`src/rtl/pcd_timer.sv`:
```
module pcd_timer #(
  parameter int PRE_W = 28,
  parameter int NSRC  = 4,
  parameter int SEL_W = (NSRC > 1) ? $clog2(NSRC) : 1
) (
  input  logic             clk,
  input  logic             rst_n,
  input  logic [NSRC-1:0]  tick_src,
  input  logic             reg_wr,
  input  logic [3:0]       reg_addr,
  input  logic [31:0]      reg_wdata,
  output logic [31:0]      reg_rdata,
  output logic             irq,
  output logic             expire
);
  localparam logic [3:0] OFS_CTL = 4'h0;
  localparam logic [3:0] OFS_STS = 4'h4;
  localparam logic [3:0] OFS_SRC = 4'h8;
  localparam int         B_EN    = 31;
  localparam int         B_PER   = 30;
  localparam int         B_FLAG  = 30;

  logic             en_q, per_q, flag_q, exp_q;
  logic [PRE_W-1:0] pre_q, cnt_q;
  logic [SEL_W-1:0] src_q;

  logic wr_ctl, wr_sts, wr_src, tick_sel, hit, fire;

  assign wr_ctl   = reg_wr && (reg_addr == OFS_CTL);
  assign wr_sts   = reg_wr && (reg_addr == OFS_STS);
  assign wr_src   = reg_wr && (reg_addr == OFS_SRC);
  assign tick_sel = (int'(src_q) < NSRC) ? tick_src[src_q] : 1'b0;
  assign hit      = en_q && tick_sel && !wr_ctl;
  assign fire     = hit && (cnt_q <= PRE_W'(1));

  always_ff @(posedge clk) begin
    if (!rst_n) begin
      en_q   <= 1'b0;
      per_q  <= 1'b0;
      pre_q  <= '0;
      cnt_q  <= '0;
      src_q  <= '0;
      flag_q <= 1'b0;
      exp_q  <= 1'b0;
    end else begin
      exp_q <= fire;
      if (wr_src) src_q <= reg_wdata[SEL_W-1:0];
      if (wr_ctl) begin
        en_q  <= reg_wdata[B_EN];
        per_q <= reg_wdata[B_PER];
        pre_q <= reg_wdata[PRE_W-1:0];
        if (reg_wdata[B_EN]) cnt_q <= reg_wdata[PRE_W-1:0];
      end else if (fire) begin
        if (per_q) cnt_q <= pre_q;
        else begin
          cnt_q <= '0;
          en_q  <= 1'b0;
        end
      end else if (hit) begin
        cnt_q <= cnt_q - PRE_W'(1);
      end
      if (fire)                            flag_q <= 1'b1;
      else if (wr_sts && reg_wdata[B_FLAG]) flag_q <= 1'b0;
    end
  end

  logic [27:0] pre_ext, cnt_ext;
  assign pre_ext = 28'(pre_q);
  assign cnt_ext = 28'(cnt_q);

  always_comb begin
    case (reg_addr)
      OFS_CTL: reg_rdata = {en_q, per_q, 2'b00, pre_ext};
      OFS_STS: reg_rdata = {1'b0, flag_q, 2'b00, cnt_ext};
      OFS_SRC: reg_rdata = 32'(src_q);
      default: reg_rdata = '0;
    endcase
  end

  assign irq    = flag_q;
  assign expire = exp_q;

  initial begin
    assert (PRE_W >= 1 && PRE_W <= 28) else $error("PRE_W out of range");
  end

  a_r4_expire_sets_flag: assert property (@(posedge clk) disable iff (!rst_n)
    expire |-> irq);
  a_r5_periodic_reload: assert property (@(posedge clk) disable iff (!rst_n)
    (expire && per_q) |-> (cnt_q == pre_q && en_q));
  a_r6_oneshot_stops: assert property (@(posedge clk) disable iff (!rst_n)
    (expire && !per_q) |-> (!en_q && cnt_q == '0));
  a_r2_count_within_preset: assert property (@(posedge clk) disable iff (!rst_n)
    en_q |-> (cnt_q <= pre_q));
  a_r10_stopped_holds: assert property (@(posedge clk) disable iff (!rst_n)
    (!en_q && !wr_ctl) |=> ($stable(cnt_q) && !expire));
endmodule

```
`config.mk`:
```
export PLATFORM = sky130hd
export DESIGN_NAME = pcd_timer
export DESIGN_NICKNAME = d
export VERILOG_FILES = /design/src/rtl/pcd_timer.sv
export SDC_FILE = /design/constraint.sdc
export NUM_CORES = 1
export LEC_CHECK = 0
export CORE_UTILIZATION = 35
export CTS_BUF_LIST = sky130_fd_sc_hd__clkbuf_16
export CTS_CLUSTER_DIAMETER = 50
export DETAILED_ROUTE_END_ITERATION = 16
export SLEW_MARGIN = 20
export SYNTH_ARGS = -nofsm -noshare
export SYNTH_HDL_FRONTEND = slang
export SYNTH_SLANG_ARGS = --single-unit
```
`constraint.sdc`:
```
create_clock -name clk -period 3.96 [get_ports clk]
set_input_delay 1.188 -clock clk [delete_from_list [all_inputs] [get_ports clk]]
set_output_delay 1.188 -clock clk [all_outputs]
set_load 0.02 [all_outputs]
```
==> results.txt <==
first-pass GRT wire length -> 19900 um
MaxCap Viol Count -> 0
H-tree lvl count -> 3
register area -> 1240 um^2
outcome -> finished, final reports clean
Post-Synth Adder-Cell Area -> 0.678%
via count -> 4033
clock root buffer -> clkbuf_16
final setup margin -> 0.106 ns
Iteration-0 DRC Markers -> 278
largest family of logic cells by synthesized area -> compound AO/OA/AOI/OAI gates
final setup violation count -> 0
most numerous cell in the Yosys netlist -> nand2_1
DR vias/cell -> 5.75
footprint of the multi-input gates -> 2280 um^2
Synth top cells by count -> 83 x nand2_1, 62 x dfxtp_1, 45 x a21oi_1, 37 x nor2_1, 29 x a22o_1
max-slew violations -> 0
#FFs+latches synth -> 62
syn_area_per_cell -> 7.63 um^2
n_diodes -> 0
slew margin rel. -> 52.5%
GP Congestion -> 0.813
vias in the first global route -> 3877
data arrival time of the worst path -> 2.67 ns
full die area -> 11000 um^2
clock share of power -> 47.1%
unrepaired setup endpoints after global routing -> no
Slew @ Worst Pin -> 0.707 ns
Die X -> 105 um
sequential-to-total area share from yosys stat -> 33.6%
Synth Area in Compound Gates -> 28.8%
nets -> 606
post-synthesis instance total -> 484
ANT nets after route -> 0
Tcrit/Tclk final -> 97.3%
total gr overflow -> 0
Power per Cell Area -> 360 nW/um^2
crit path max fanout -> 5
clk slew on worst S/H paths -> 0.05 ns
Worst Skew -> 0.00737 ns
row count -> 37
hold_buf cts -> 0
xor-xnor portion of the synthesized cell area -> 4.27%
CTS Sinks -> 62
sw frac -> 26.0%
Layout fillers -> 1024
TritonCTS buffer count -> 9
Pint -> 1320 uW
Setup WS pre-CTS -> -0.462 ns
register share of total power -> 36.4%
Syn. warnings -> 0
WL/cell -> 17.7 um
GR Util All Layers -> 22.7%
r2r setup slk -> 1.38 ns
area of the mapped netlist -> 3690 um^2
# port buffers -> 72
Final min period -> 3.85 ns
cell breakdown of the critical path -> clkdlybuf4s50_1 > buf_4 > mux2i_1 > nor2_1 > a21oi_1 > nor3_1 > dlygate4sd2_1
area leader, netlist -> dfxtp_1
Initial Utilization -> 35.9%
initial antenna violation count -> 0
largest net degree at the start of global routing -> 38
CP required -> 2.77 ns
CTS Buffer Depth -> 2
top_reg_cell synth -> dfxtp_1
combinational fraction of design power -> 16.5%
HPWL after detailed placement -> 8320 um
share of cells above drive strength 1 -> 15.7%
Fmax -> 0.259 GHz
CTS tree -> built
TritonRoute pass-1 iters -> 6
CP peak stage delay -> 0.57 ns
core box area -> 10300 um^2
io pins -> 77
Synth Area in Simple Gates -> 25.4%
post-synth top area share -> 33.6%
routed wire length -> 12400 um
hold crit path type -> reg2reg
cells taking the most area after synthesis -> dfxtp_1 34%, nand2_1 8.4%, a22o_1 6.9%, a21oi_1 6.1%, nor2_1 3.8%
CP Capture Type -> output pin
DRC Markers -> 0
Yosys cell types -> 60
Setup CP Type -> in2out
Leakage -> 0.00204 uW
Power, Total -> 1780 uW
Hold Fails Final Rpt -> 0
Crit-path slowest cell -> clkdlybuf4s50_1
total net switching power -> 464 uW
CP Launch Type -> primary input
number of synthesized flops with an enable pin -> 0
clk_lat worst skew -> 0.33 ns
Area growth, synth to finish -> 34.1%
Async SR Flop Fraction -> 0%
Peak VDD IR -> 0.237 mV
post-synthesis mux area share -> 1.97%
die extent in y -> 105 um
==> what timing repair did <==
item | 4_1_cts | 5_1_grt
endpoints found under the setup margin | 30 | 22
gates resized for setup | 99 | 27
setup buffers | 0 | 0
pin swaps | 0 | 3
cloned | 0 | 2
==> layer usage <==
layer	wire length, um	track usage [%]	vias to the layer above
li1	-	-	1935
met4	211	9.05	0
met2	5850	37.7	168
met1	5640	29.7	1913
met5	0	0	-
met3	723	2.81	17
==> placed cells by master (no fill, tap or decap), drive strengths merged, types with 7 or more instances in the layout <==
cell	n
a31oi	20
and3	9
dfxtp	62
xnor2	8
o21ai	23
nor2	37
nor4	7
nor3	14
clkdlybuf4s50	39
a22oi	8
a22o	29
xor2	10
buf	59
a21oi	45
nand2	83
nand3	10
o22ai	7
clkbuf	11
==> flip-flops by register name, summed over array words and instances (netlist names) <==
name,cells
cnt_ext,28
en_q,1
expire,1
irq,1
per_q,1
pre_ext,28
src_q,2
==> kinds of logic (layout without fill, tap and decap cells) <==
logic type | count (synthesis) | after routing
compound gates | 159 | 159
xor+xnor | 18 | 18
fa+ha+maj | 2 | 2
buf+inv | 45 | 126
flops | 62 | 62
mux | 6 | 6
other cells | 1 | 2
simple gates | 191 | 191
==> worst paths after layout <==
path               start            to  cells after the start
max reg2reg   cnt_ext[0]   cnt_ext[16]                      9
max          reg_addr[2]  reg_rdata[0]                      7
min reg2reg  pre_ext[18]   pre_ext[18]                      2
min          pre_ext[18]   pre_ext[18]                      2
==> worst max-delay path: cells and delay by family <==
family | cells | cell delay [ns]
buf+inv | 3 | 1.07
mux | 1 | 0.19
compound gates | 1 | 0.12
simple gates | 2 | 0.10
==> metrics by stage <==
step                      util (%)  hold slack [ns]  cells  setup TNS (ns)  cell area (um^2)
after floorplan                  -            0.445    485               0              3690
after CTS                     48.8            0.466    700        -0.00933              5010
after global placement        45.6            0.455    684          -11.80              4690
after detailed placement      45.6            0.459    684          -11.75              4690
after global routing          48.2            0.487    702               0              4950
final                         48.2            0.469    702               0              4950
==> power groups by stage <==
stage                     clock (uW)  combinational [uW]  sequential [uW]
after floorplan                    0                 185              658
after global routing             876                 323              652
after global placement             0                 281              662
final                            840                 294              650
after detailed placement           0                 284              663
after CTS                        850                 288              649
==> layout make-up <==
class / instances / share of cell area (%)
Timing Repair Buffer: 105 / 18.6
Sequential cell: 62 / 25.1
Clock buffer: 9 / 4.55
Clock inverter: 7 / 1.82
Inverter: 5 / 0.379
Tap cell: 136 / 3.44
Multi-Input combinational cell: 378 / 46.1
Note: power is estimated with default switching activity, not from simulation.
